### config.mk
export PLATFORM = sky130hd
export DESIGN_NAME = svc_mailbox
export DESIGN_NICKNAME = d
export VERILOG_FILES = /design/src/rtl/svc_mbox_pkg.sv /design/src/rtl/svc_mbox_ram.sv /design/src/rtl/svc_mbox_engine.sv /design/src/rtl/svc_mbox_regs.sv /design/src/rtl/svc_mailbox.sv
export SDC_FILE = /design/constraint.sdc
export NUM_CORES = 2
export LEC_CHECK = 0
export ABC_CLOCK_PERIOD_IN_PS = 4500
export BUFFER_PORTS_ARGS = -buffer_cell sky130_fd_sc_hd__buf_2
export CAP_MARGIN = 20
export CORE_AREA = 5 5 598 482
export DETAILED_ROUTE_END_ITERATION = 10
export DIE_AREA = 0 0 603 487
export HOLD_SLACK_MARGIN = 0.02
export SYNTH_ARGS = -nofsm -noshare
export SYNTH_HDL_FRONTEND = slang
export SYNTH_HIERARCHICAL = 1
export SYNTH_SLANG_ARGS = --single-unit
### constraint.sdc
create_clock -name clk -period 4.5 [get_ports clk]
set_clock_uncertainty 0.2 [all_clocks]
set_input_delay 0.45 -clock clk [delete_from_list [all_inputs] [get_ports clk]]
set_output_delay 0.45 -clock clk [all_outputs]
set_load 0.02 [all_outputs]
### src/rtl/svc_mbox_pkg.sv
// Package: shared offsets, bit positions, state type and response rule
// for the service-request mailbox. Assumes a 32-bit data bus.
package svc_mbox_pkg;

    localparam int DATA_W      = 32;

    // Byte offsets within the register window
    localparam int CTRL_OFS    = 'h050;
    localparam int STAT_OFS    = 'h054;
    localparam int IRQCLR_OFS  = 'h058;
    localparam int RAM_BASE    = 'h800;

    // Bit positions shared by control and status words
    localparam int BIT_REQ     = 0;
    localparam int BIT_BUSY    = 1;
    localparam int BIT_ABORT   = 2;
    localparam int BIT_NOTIFY  = 3;

    // Command field in the upper half-word
    localparam int FIELD_LSB   = 16;
    localparam int FIELD_W     = 16;
    localparam int OP_W        = 7;

    typedef enum logic [1:0] {
        ENG_IDLE,
        ENG_FETCH,
        ENG_RUN,
        ENG_WRITE
    } eng_state_e;

    // Response word k of a service, derived from the first command word
    function automatic logic [DATA_W-1:0] resp_word(
        input logic [DATA_W-1:0] cmd0,
        input logic [OP_W-1:0]   op,
        input logic [7:0]        k
    );
        return cmd0 ^ {k, 1'b0, op, 16'h5A5A};
    endfunction

endpackage

### src/rtl/svc_mbox_ram.sv
// Shared mailbox RAM: WORDS x 32, one host port and one engine port,
// each with a synchronous read. Assumes the two ports never write the
// same word in the same cycle; if they do, the engine write wins.
module svc_mbox_ram #(
    parameter int WORDS = 64,
    localparam int IDX_W = $clog2(WORDS)
) (
    input  logic              clk,
    input  logic              h_we,
    input  logic              h_re,
    input  logic [IDX_W-1:0]  h_idx,
    input  logic [31:0]       h_wdata,
    output logic [31:0]       h_rdata,
    input  logic              e_we,
    input  logic              e_re,
    input  logic [IDX_W-1:0]  e_idx,
    input  logic [31:0]       e_wdata,
    output logic [31:0]       e_rdata
);

    logic [31:0] mem [WORDS];

    // Storage writes, engine last so it takes priority on a clash
    always_ff @(posedge clk) begin
        if (h_we) begin
            mem[h_idx] <= h_wdata;
        end
        if (e_we) begin
            mem[e_idx] <= e_wdata;
        end
    end

    // Host-port registered read
    always_ff @(posedge clk) begin
        if (h_re) begin
            h_rdata <= mem[h_idx];
        end
    end

    // Engine-port registered read
    always_ff @(posedge clk) begin
        if (e_re) begin
            e_rdata <= mem[e_idx];
        end
    end

endmodule

### src/rtl/svc_mbox_engine.sv
// Service-engine stub. On start it reads the command word at the given
// offset, waits SVC_CYCLES cycles, then writes RESP_WORDS response words
// at offset, offset+1, ... (wrapping in the RAM). An abort returns it to
// idle at once with no further writes and no done pulse.
// Assumes SVC_CYCLES >= 1 and 1 <= RESP_WORDS <= WORDS.
module svc_mbox_engine
    import svc_mbox_pkg::*;
#(
    parameter int WORDS      = 64,
    parameter int SVC_CYCLES = 8,
    parameter int RESP_WORDS = 4,
    localparam int IDX_W = $clog2(WORDS),
    localparam int CNT_W = $clog2(SVC_CYCLES + 1)
) (
    input  logic              clk,
    input  logic              rst_n,
    input  logic              start,
    input  logic              abort,
    input  logic [OP_W-1:0]   op,
    input  logic [IDX_W-1:0]  ofs,
    output logic              e_re,
    output logic              e_we,
    output logic [IDX_W-1:0]  e_idx,
    output logic [31:0]       e_wdata,
    input  logic [31:0]       e_rdata,
    output logic              done
);

    localparam logic [IDX_W-1:0] LAST_W  = IDX_W'(RESP_WORDS - 1);
    localparam logic [CNT_W-1:0] CNT_TOP = CNT_W'(SVC_CYCLES - 1);

    eng_state_e        state;
    logic [CNT_W-1:0]  cnt;
    logic [IDX_W-1:0]  widx;
    logic [IDX_W-1:0]  base_q;
    logic [OP_W-1:0]   op_q;
    logic [31:0]       cmd0_q;
    logic              last_w;

    assign last_w = (widx == LAST_W);

    // RAM port controls: fetch read on start, response writes in WRITE
    always_comb begin
        e_re    = (state == ENG_IDLE) && start && !abort;
        e_we    = (state == ENG_WRITE) && !abort;
        e_idx   = (state == ENG_WRITE) ? (base_q + widx) : ofs;
        e_wdata = resp_word(cmd0_q, op_q, 8'(widx));
        done    = (state == ENG_WRITE) && last_w && !abort;
    end

    // Sequencer: idle -> fetch -> run countdown -> response writes
    always_ff @(posedge clk) begin
        if (!rst_n) begin
            state  <= ENG_IDLE;
            cnt    <= '0;
            widx   <= '0;
            base_q <= '0;
            op_q   <= '0;
            cmd0_q <= '0;
        end else if (abort) begin
            state  <= ENG_IDLE;
        end else begin
            case (state)
                ENG_IDLE: begin
                    if (start) begin
                        state  <= ENG_FETCH;
                        op_q   <= op;
                        base_q <= ofs;
                    end
                end
                ENG_FETCH: begin
                    cmd0_q <= e_rdata;
                    cnt    <= CNT_TOP;
                    state  <= ENG_RUN;
                end
                ENG_RUN: begin
                    if (cnt == '0) begin
                        widx  <= '0;
                        state <= ENG_WRITE;
                    end else begin
                        cnt <= cnt - 1'b1;
                    end
                end
                ENG_WRITE: begin
                    if (last_w) begin
                        state <= ENG_IDLE;
                    end else begin
                        widx <= widx + 1'b1;
                    end
                end
                default: state <= ENG_IDLE;
            endcase
        end
    end

endmodule

### src/rtl/svc_mbox_regs.sv
// Register block: decodes the byte-addressed window, holds the control
// and status state (request, busy, abort, notify, latched command field,
// interrupt) and produces a one-cycle-late read word. RAM accesses are
// forwarded to the RAM host port. Assumes one strobe per cycle and that
// the RAM window fits in the address space.
module svc_mbox_regs
    import svc_mbox_pkg::*;
#(
    parameter int ADDR_W = 12,
    parameter int WORDS  = 64,
    localparam int IDX_W = $clog2(WORDS),
    localparam int TAG_W = ADDR_W - IDX_W - 2
) (
    input  logic               clk,
    input  logic               rst_n,
    input  logic               wr_en,
    input  logic               rd_en,
    input  logic [ADDR_W-1:0]  addr,
    input  logic [31:0]        wdata,
    output logic [31:0]        reg_rdata,
    output logic               rd_ram_q,
    output logic               h_we,
    output logic               h_re,
    output logic [IDX_W-1:0]   h_idx,
    output logic [31:0]        h_wdata,
    input  logic               eng_done,
    output logic               eng_start,
    output logic               eng_abort,
    output logic [OP_W-1:0]    cmd_op,
    output logic [IDX_W-1:0]   cmd_ofs,
    output logic               req_st,
    output logic               busy_st,
    output logic               abort_st,
    output logic [FIELD_W-1:0] cmd_field,
    output logic               irq
);

    localparam logic [TAG_W-1:0]  RAM_TAG = TAG_W'(RAM_BASE >> (IDX_W + 2));
    localparam logic [ADDR_W-1:0] A_CTRL  = ADDR_W'(CTRL_OFS);
    localparam logic [ADDR_W-1:0] A_STAT  = ADDR_W'(STAT_OFS);
    localparam logic [ADDR_W-1:0] A_ICLR  = ADDR_W'(IRQCLR_OFS);

    logic is_ctrl, is_stat, is_iclr, is_ram;
    logic accept, abort_req;
    logic notify_q;
    logic [31:0] ctrl_word, stat_word;

    // Address decode
    always_comb begin
        is_ctrl = (addr == A_CTRL);
        is_stat = (addr == A_STAT);
        is_iclr = (addr == A_ICLR);
        is_ram  = (addr[ADDR_W-1:IDX_W+2] == RAM_TAG);
    end

    // RAM host-port forwarding
    always_comb begin
        h_we    = wr_en && is_ram;
        h_re    = rd_en && is_ram;
        h_idx   = addr[IDX_W+1:2];
        h_wdata = wdata;
    end

    // Handshake events: new request when idle, abort when busy
    always_comb begin
        accept    = wr_en && is_ctrl && wdata[BIT_REQ]   && !busy_st;
        abort_req = wr_en && is_ctrl && wdata[BIT_ABORT] &&  busy_st;
    end

    // Control/status state and command latch
    always_ff @(posedge clk) begin
        if (!rst_n) begin
            req_st    <= 1'b0;
            busy_st   <= 1'b0;
            abort_st  <= 1'b0;
            notify_q  <= 1'b0;
            cmd_field <= '0;
        end else begin
            req_st <= accept;
            if (accept) begin
                busy_st   <= 1'b1;
                abort_st  <= 1'b0;
                notify_q  <= wdata[BIT_NOTIFY];
                cmd_field <= wdata[FIELD_LSB +: FIELD_W];
            end else if (abort_req) begin
                busy_st   <= 1'b0;
                abort_st  <= 1'b1;
            end else if (eng_done) begin
                busy_st   <= 1'b0;
            end
        end
    end

    // Completion interrupt: set on notified completion, cleared by a write
    always_ff @(posedge clk) begin
        if (!rst_n) begin
            irq <= 1'b0;
        end else if (eng_done && notify_q) begin
            irq <= 1'b1;
        end else if (wr_en && is_iclr) begin
            irq <= 1'b0;
        end
    end

    // Read-back words
    always_comb begin
        ctrl_word = {cmd_field, 12'h000, notify_q, 1'b0, 1'b0, req_st};
        stat_word = {cmd_field, 12'h000, irq, abort_st, busy_st, req_st};
    end

    // Registered read data and source select
    always_ff @(posedge clk) begin
        if (!rst_n) begin
            reg_rdata <= '0;
            rd_ram_q  <= 1'b0;
        end else begin
            rd_ram_q <= rd_en && is_ram;
            if (rd_en && is_ctrl) begin
                reg_rdata <= ctrl_word;
            end else if (rd_en && is_stat) begin
                reg_rdata <= stat_word;
            end else begin
                reg_rdata <= '0;
            end
        end
    end

    // Engine interface
    always_comb begin
        eng_start = req_st;
        eng_abort = abort_req;
        cmd_op    = cmd_field[OP_W-1:0];
        cmd_ofs   = cmd_field[OP_W +: IDX_W];
    end

endmodule

### src/rtl/svc_mailbox.sv
// Top of the service-request mailbox: register block, shared RAM and
// service-engine stub. Reads of registers and RAM both return data one
// cycle after the strobe. Assumes RAM_WORDS is a power of two and the
// RAM window lies inside the ADDR_W byte space.
module svc_mailbox
    import svc_mbox_pkg::*;
#(
    parameter int ADDR_W     = 12,
    parameter int RAM_WORDS  = 64,
    parameter int SVC_CYCLES = 8,
    parameter int RESP_WORDS = 4,
    localparam int IDX_W = $clog2(RAM_WORDS)
) (
    input  logic              clk,
    input  logic              rst_n,
    input  logic              bus_wr,
    input  logic              bus_rd,
    input  logic [ADDR_W-1:0] bus_addr,
    input  logic [31:0]       bus_wdata,
    output logic [31:0]       bus_rdata,
    output logic              irq
);

    logic               h_we, h_re;
    logic [IDX_W-1:0]   h_idx;
    logic [31:0]        h_wdata, h_rdata;
    logic               e_we, e_re;
    logic [IDX_W-1:0]   e_idx;
    logic [31:0]        e_wdata, e_rdata;
    logic [31:0]        reg_rdata;
    logic               rd_ram_q;
    logic               eng_start, eng_abort, eng_done;
    logic [OP_W-1:0]    cmd_op;
    logic [IDX_W-1:0]   cmd_ofs;
    logic               req_st, busy_st, abort_st;
    logic [FIELD_W-1:0] cmd_field;

    svc_mbox_regs #(
        .ADDR_W (ADDR_W),
        .WORDS  (RAM_WORDS)
    ) u_regs (
        .clk       (clk),
        .rst_n     (rst_n),
        .wr_en     (bus_wr),
        .rd_en     (bus_rd),
        .addr      (bus_addr),
        .wdata     (bus_wdata),
        .reg_rdata (reg_rdata),
        .rd_ram_q  (rd_ram_q),
        .h_we      (h_we),
        .h_re      (h_re),
        .h_idx     (h_idx),
        .h_wdata   (h_wdata),
        .eng_done  (eng_done),
        .eng_start (eng_start),
        .eng_abort (eng_abort),
        .cmd_op    (cmd_op),
        .cmd_ofs   (cmd_ofs),
        .req_st    (req_st),
        .busy_st   (busy_st),
        .abort_st  (abort_st),
        .cmd_field (cmd_field),
        .irq       (irq)
    );

    svc_mbox_ram #(
        .WORDS (RAM_WORDS)
    ) u_ram (
        .clk     (clk),
        .h_we    (h_we),
        .h_re    (h_re),
        .h_idx   (h_idx),
        .h_wdata (h_wdata),
        .h_rdata (h_rdata),
        .e_we    (e_we),
        .e_re    (e_re),
        .e_idx   (e_idx),
        .e_wdata (e_wdata),
        .e_rdata (e_rdata)
    );

    svc_mbox_engine #(
        .WORDS      (RAM_WORDS),
        .SVC_CYCLES (SVC_CYCLES),
        .RESP_WORDS (RESP_WORDS)
    ) u_eng (
        .clk     (clk),
        .rst_n   (rst_n),
        .start   (eng_start),
        .abort   (eng_abort),
        .op      (cmd_op),
        .ofs     (cmd_ofs),
        .e_re    (e_re),
        .e_we    (e_we),
        .e_idx   (e_idx),
        .e_wdata (e_wdata),
        .e_rdata (e_rdata),
        .done    (eng_done)
    );

    // Read data source: RAM or register word, chosen by the registered select
    always_comb begin
        bus_rdata = rd_ram_q ? h_rdata : reg_rdata;
    end

endmodule

# Word level (Yosys, flattened, before mapping)

Memory sizes are Yosys's and may differ from the RTL's. A register that Yosys moved wholly into a read port is not among the register bits.
Index checks and enable logic that the tools add are counted.

Word-level logic and storage cells: 92
Output and inout port bits: 33
Bits in registers: 111
Memories kept: 1
RAM bits: 2048
Bits of input ports: 48

Memories:

| name      | words | width | rd ports | clocked after Yosys merged registers in | write ports | line               | text |
|---|---|---|---|---|---|---|---|
| u_ram.mem | 64    | 32    | 2        | 2                                       | 2           | svc_mbox_ram.sv:21 | `logic [31:0] mem [WORDS];` |

Equal/unequal tests: 13
Reduce and logical (&&, ||, !) cells: 33
Bitwise operators: 4
Multiplexer cells: 22
Add/subtract/negate cells: 3

Operators with widths:

| kind                  | count |
|---|---|
| $mux W32              | 3 |
| $eq A12 B7 Y1 const B | 3 |
| $xor A32 B30 Y32      | 1 |
| $mux W6               | 3 |
| $logic_and A1 B1 Y1   | 16 |
| $pmux W6 S2           | 1 |
| $mux W1               | 9 |
| $reduce_and A3 Y1     | 3 |
| $pmux W2 S4           | 1 |
| $pmux W4 S2           | 1 |
| $add A6 B1 Y6 const B | 1 |
| $add A6 B6 Y6         | 1 |
| $eq A6 B2 Y1 const B  | 1 |
| $mux W2               | 3 |
| $ne A2 B2 Y1 const B  | 3 |
| $reduce_bool A2 Y1    | 3 |
| $reduce_or A2 Y1      | 3 |
| $eq A2 B2 Y1 const B  | 2 |
| $eq A4 B4 Y1 const B  | 1 |
| $logic_not A4 Y1      | 1 |
| $mux W4               | 1 |
| $ne A2 B1 Y1 const B  | 2 |
| $reduce_and A4 Y1     | 1 |
| $sub A4 B1 Y4 const B | 1 |
| 7 further kinds       | 10 |

# Logic depth before layout (Yosys ltp)

Depth after elaboration: 9
Depth in mapped cells: 16
Depth with buffers taken out: 13

# By module

The synthesis kept the hierarchy.

Modules (own cells, without submodules):

| module          | seq. area each (µm²) | area each (µm²) | times used | cells each |
|---|---|---|---|---|
| svc_mbox_ram    | 63420.8              | 120424.2        | 1          | 9444 |
| svc_mbox_engine | 1141.1               | 2857.7          | 1          | 354 |
| svc_mbox_regs   | 840.8                | 2045.7          | 1          | 219 |
| svc_mailbox     | 0.0                  | 544.3           | 1          | 36 |

# Least setup slack after synthesis

OpenSTA, ideal clock, no wires.

Path kind: register -> register
Start: reg u_eng.widx[0]
End: mem u_ram.mem[27][0] (enable)
Data required time: 3.867 ns
Stages on the path, launching flop included: 13
Setup slack: -0.410 ns
Period minus slack after synthesis: 4.910 ns
Setup time: 0.433 ns
Buffers on the path: 3
Data arrival time: 4.277 ns
Cell sequence: dfxtp_1 > ha_1 > inv_1 > fa_1 > nor2b_1 > o21a_1 > o311ai_0 > buf_2 > nand2_1 > or2_2 > clkbuf_1 > clkbuf_1 > o22ai_1

RTL lines:

| what                   | line                  | text |
|---|---|---|
| start, declared        | svc_mbox_engine.sv:34 | `logic [IDX_W-1:0] widx;` |
| start signal, assigned | svc_mbox_engine.sv:88 | `widx <= widx + 1'b1;` |
| end, declared          | svc_mbox_ram.sv:21    |  |

# Worst setup path in the final report

Start: reg u_eng.widx[0]
End: reg u_ram.e_rdata[17] (read register of u_ram.mem) (data pin)

Word-level cells in the longest chain between the ends: 2

Ends and longest elaborated chain:

| what          | line                  | text |
|---|---|---|
| $add A6 B6 Y6 | svc_mbox_engine.sv:46 | `e_idx = (state == ENG_WRITE) ? (base_q + widx) : ofs;` |
| $mux W6       | svc_mbox_engine.sv:46 |  |
| end, declared | svc_mbox_ram.sv:18    | `output logic [31:0] e_rdata` |

No other way between the ends.
A chain may end at the register's enable or synchronous reset.

==> impl_metrics.xml <==
<?xml version="1.0" encoding="UTF-8"?>
<metrics>
  <group name="power">
    <metric name="p_int" unit="mW">36.31</metric>
    <metric name="static-leakage-power" unit="nW">47.67</metric>
    <metric name="vdd.ir_drop.worst" unit="V">0.0003388</metric>
    <metric name="p_seq_share" unit="%">46.0</metric>
    <metric name="power.share.clock" unit="%">42.1</metric>
    <metric name="net-switching-power" unit="mW">13.42</metric>
    <metric name="powerDensity" unit="nW/µm²">339.7</metric>
    <metric name="design_power_total" unit="mW">49.72</metric>
    <metric name="p_comb_share" unit="%">11.9</metric>
    <metric name="power_switching_share" unit="%">26.98</metric>
  </group>
  <group name="grt">
    <metric name="grt_start_max_net_pins" unit="">81</metric>
    <metric name="grt-ovfl-total" unit="">0</metric>
    <metric name="first_global_vias" unit="">99430</metric>
    <metric name="initial_antenna_violation_count" unit="">82</metric>
    <metric name="grt.total_usage" unit="%">41.64</metric>
    <metric name="first_pass_grt_wire_length" unit="mm">856.6</metric>
  </group>
  <group name="route">
    <metric name="route.vias.total" unit="">107000</metric>
    <metric name="drtPass1Iterations" unit="">11</metric>
    <metric name="avgViaCountPerCell" unit="">7.663</metric>
    <metric name="antenna_violating_nets_post_route" unit="">0</metric>
    <metric name="drt-initial-drc-count" unit="">20930</metric>
    <metric name="wl_per_cell" unit="µm">45.78</metric>
    <metric name="post-route-drc-count" unit="">4</metric>
    <metric name="detail_route.wirelength" unit="mm">639.4</metric>
  </group>
  <group name="layout">
    <metric name="fillers" unit="">24030</metric>
    <metric name="area_growth" unit="%">16.28</metric>
    <metric name="mostFrequentLayoutCell" unit="">sky130_fd_sc_hd__mux2_2</metric>
    <metric name="layout_common_cells" unit="">2210 x sky130_fd_sc_hd__mux2_2, 2112 x sky130_fd_sc_hd__edfxtp_1, 1088 x sky130_fd_sc_hd__a221oi_1</metric>
    <metric name="nNetsFinal" unit="">10090</metric>
    <metric name="finalInstanceArea" unit="µm²">146400</metric>
    <metric name="multiInputGateArea" unit="µm²">56020</metric>
    <metric name="postLayoutCoreUtil" unit="%">51.86</metric>
    <metric name="post_route_cells_drive_above_1_share" unit="%">39.03</metric>
    <metric name="regArea" unit="µm²">65420</metric>
  </group>
  <group name="setup_path">
    <metric name="path_buf_inv" unit="">5</metric>
    <metric name="critical_path.max_fanout" unit="">21</metric>
    <metric name="setup.worst_path.end_class" unit="">flop</metric>
    <metric name="r2r-end" unit="">u_ram/e_rdata[17]</metric>
    <metric name="worst_path_largest_cell_delay" unit="ns">0.45</metric>
    <metric name="worstSetupStartpoint" unit="">u_eng/widx[0]</metric>
    <metric name="crit_family" unit="">compound AO/OA/AOI/OAI gates</metric>
    <metric name="worst_r2r_path_depth" unit="">15</metric>
    <metric name="crit_path_start_kind" unit="">flop</metric>
    <metric name="critPathKind" unit="">reg2reg</metric>
    <metric name="crit_path_top_delay_cell" unit="">sky130_fd_sc_hd__nor4_1</metric>
    <metric name="crit_chain" unit="">ha_1 &gt; inv_1 &gt; fa_2 &gt; xnor2_4 &gt; buf_12 &gt; mux2_4 &gt; nor2b_4 &gt; buf_12 &gt; buf_4 &gt; a22oi_1 &gt; o22ai_1 &gt; nor4_1 &gt; buf_4 &gt; o211ai_1 &gt; a211o_1</metric>
    <metric name="reg2reg_slack" unit="ns">-0.02</metric>
    <metric name="crit_required" unit="ns">5.01</metric>
    <metric name="r2r-start" unit="">u_eng/widx[0]</metric>
    <metric name="cp.arrival" unit="ns">5.03</metric>
  </group>
  <group name="min_path">
    <metric name="hold_path_end" unit="">u_regs/cmd_field[14]</metric>
    <metric name="timing.hold.worst.start" unit="">bus_addr[11]</metric>
    <metric name="worst_hold_path.num_cells" unit="">4</metric>
    <metric name="holdCritPathClass" unit="">in2reg</metric>
  </group>
  <group name="clock_tree">
    <metric name="clock_sinks" unit="">2211</metric>
    <metric name="path_clk_slew" unit="ns">0.07</metric>
    <metric name="ctsHtreeMaxLevel" unit="">4</metric>
    <metric name="tritoncts_buffer_count" unit="">240</metric>
    <metric name="cts_max_path_buffers" unit="">4</metric>
    <metric name="cts_tree" unit="">yes</metric>
    <metric name="insertion_delay" unit="ns">0.99</metric>
    <metric name="ctsRootBufferMaster" unit="">sky130_fd_sc_hd__clkbuf_16</metric>
  </group>
  <group name="timing">
    <metric name="final.period_utilization" unit="%">100.4</metric>
    <metric name="setup_failing_eps_final" unit="">4</metric>
    <metric name="worst-slew-pin-transition" unit="ns">1.313</metric>
    <metric name="timing.max_slew.rel_slack" unit="%">12.41</metric>
    <metric name="timing.setup.tns" unit="ns">-0.04833</metric>
    <metric name="postLayoutSetupSlackWorst" unit="ns">-0.01954</metric>
    <metric name="timing.final.crit_period" unit="ns">4.520</metric>
    <metric name="timing_max_transition_violations_final" unit="">0</metric>
    <metric name="maxClockFrequency" unit="GHz">0.2213</metric>
    <metric name="hold_violations" unit="">0</metric>
    <metric name="setup_repair_after_global_routing_missed_its_margin" unit="">no</metric>
  </group>
  <group name="place">
    <metric name="place_worst_setup_slack" unit="ns">-0.2252</metric>
    <metric name="estimated_wirelength_of_the_detail_placed_design" unit="mm">413.8</metric>
    <metric name="gp_congestion" unit="">1.041</metric>
    <metric name="placement.io_buffers" unit="">80</metric>
    <metric name="placed_cell_area" unit="µm²">137600</metric>
  </group>
  <group name="job">
    <metric name="max_cap_violations" unit="">0</metric>
  </group>
  <group name="synth">
    <metric name="postSynthAreaPerCell" unit="µm²">12.52</metric>
    <metric name="yosysWarningCount" unit="">6</metric>
    <metric name="syn_area" unit="µm²">125900</metric>
    <metric name="synthCells" unit="">10050</metric>
  </group>
  <group name="run_status">
    <metric name="run_status" unit="">complete, but fails checks</metric>
    <metric name="violations" unit="">DRC, setup timing</metric>
  </group>
  <group name="floorplanning">
    <metric name="cell_rows" unit="">175</metric>
    <metric name="io_pins" unit="">81</metric>
    <metric name="core_region_area" unit="µm²">282200</metric>
    <metric name="area_of_the_die" unit="µm²">293700</metric>
    <metric name="die-height" unit="µm">487</metric>
    <metric name="chipWidth" unit="µm">603</metric>
    <metric name="initial_utilization" unit="%">44.59</metric>
  </group>
</metrics>
[power groups by stage]
stage | Sequential (mW) | Combinational (mW) | Clock, mW
floorplan | 23.1 | 2.96 | 0
global placement | 23.3 | 5.36 | 0
detailed placement | 23.3 | 5.46 | 0
CTS | 22.9 | 5.49 | 21.0
global route | 22.9 | 5.84 | 21.8
finish | 22.9 | 5.90 | 20.9
[flip-flops by register name, summed over array words and instances (netlist names), 2 cells and up]
register          count
u_ram/mem          2048
u_eng/base_q          6
u_eng/cnt             4
u_regs/cmd_field     16
u_eng/cmd0_q         32
u_eng/widx            6
u_regs/reg_rdata     20
u_eng/op_q            7
u_ram/h_rdata        32
u_ram/e_rdata        32
u_eng/state           2
[per-stage QoR]
step | hold slack, ns | std cells
detailed placement | 0.2444 | 13450
finish | 0.1115 | 13970
CTS | 0.04217 | 13930
global placement | 0.2388 | 13440
global route | 0.1046 | 13940
floorplan | 0.2296 | 10060
[worst reg2reg max path, stage by stage (launching register included)]
cell and delay (ns):
sky130_fd_sc_hd__dfxtp_1 0.35, sky130_fd_sc_hd__ha_1 0.24, sky130_fd_sc_hd__inv_1 0.08, sky130_fd_sc_hd__fa_2 0.40
sky130_fd_sc_hd__xnor2_4 0.19, sky130_fd_sc_hd__buf_12 0.15, sky130_fd_sc_hd__mux2_4 0.32, sky130_fd_sc_hd__nor2b_4 0.21
sky130_fd_sc_hd__buf_12 0.21, sky130_fd_sc_hd__buf_4 0.28, sky130_fd_sc_hd__a22oi_1 0.42, sky130_fd_sc_hd__o22ai_1 0.16
sky130_fd_sc_hd__nor4_1 0.45, sky130_fd_sc_hd__buf_4 0.23, sky130_fd_sc_hd__o211ai_1 0.12, sky130_fd_sc_hd__a211o_1 0.29
[area by class of cell]
cell class	count	share of cell area, %
sequential	2211	44.70
multi-input combinational	6388	38.28
timing repair buffer	1158	8.269
clock buffer	287	4.304
tap	3717	3.178
clock inverter	149	1.136
inverter	27	0.08805
antenna	30	0.05129
[how the worst max path moves through the flow]
stage,to,cells after the start,slack (ns)
after CTS,u_ram/e_rdata[24],14,0.007
after global routing,u_ram/mem[12][12],16,0.0007
after global placement,u_ram/e_rdata[6],16,-0.95
after detailed placement,u_ram/e_rdata[20],13,-0.23
final,u_ram/e_rdata[17],15,-0.02
after floorplan,u_ram/mem[27][0],12,-0.41
[what timing repair did]
action	CTS	global route
hold buffers	48	0
hold endpoints to repair	103	0
resized for setup	12	36
pin swaps	0	1
buffers inserted	0	4
cloned	0	1
endpoints found under the setup margin	12	40
[metal layers]
layer | share of wire, % | global-route usage [%]
met1 | 37 | 54.96
met2 | 39 | 55.77
met3 | 18 | 21.20
met4 | 6.4 | 20.62
met5 | 0.060 | 0
(Power assumes the default switching activity.)
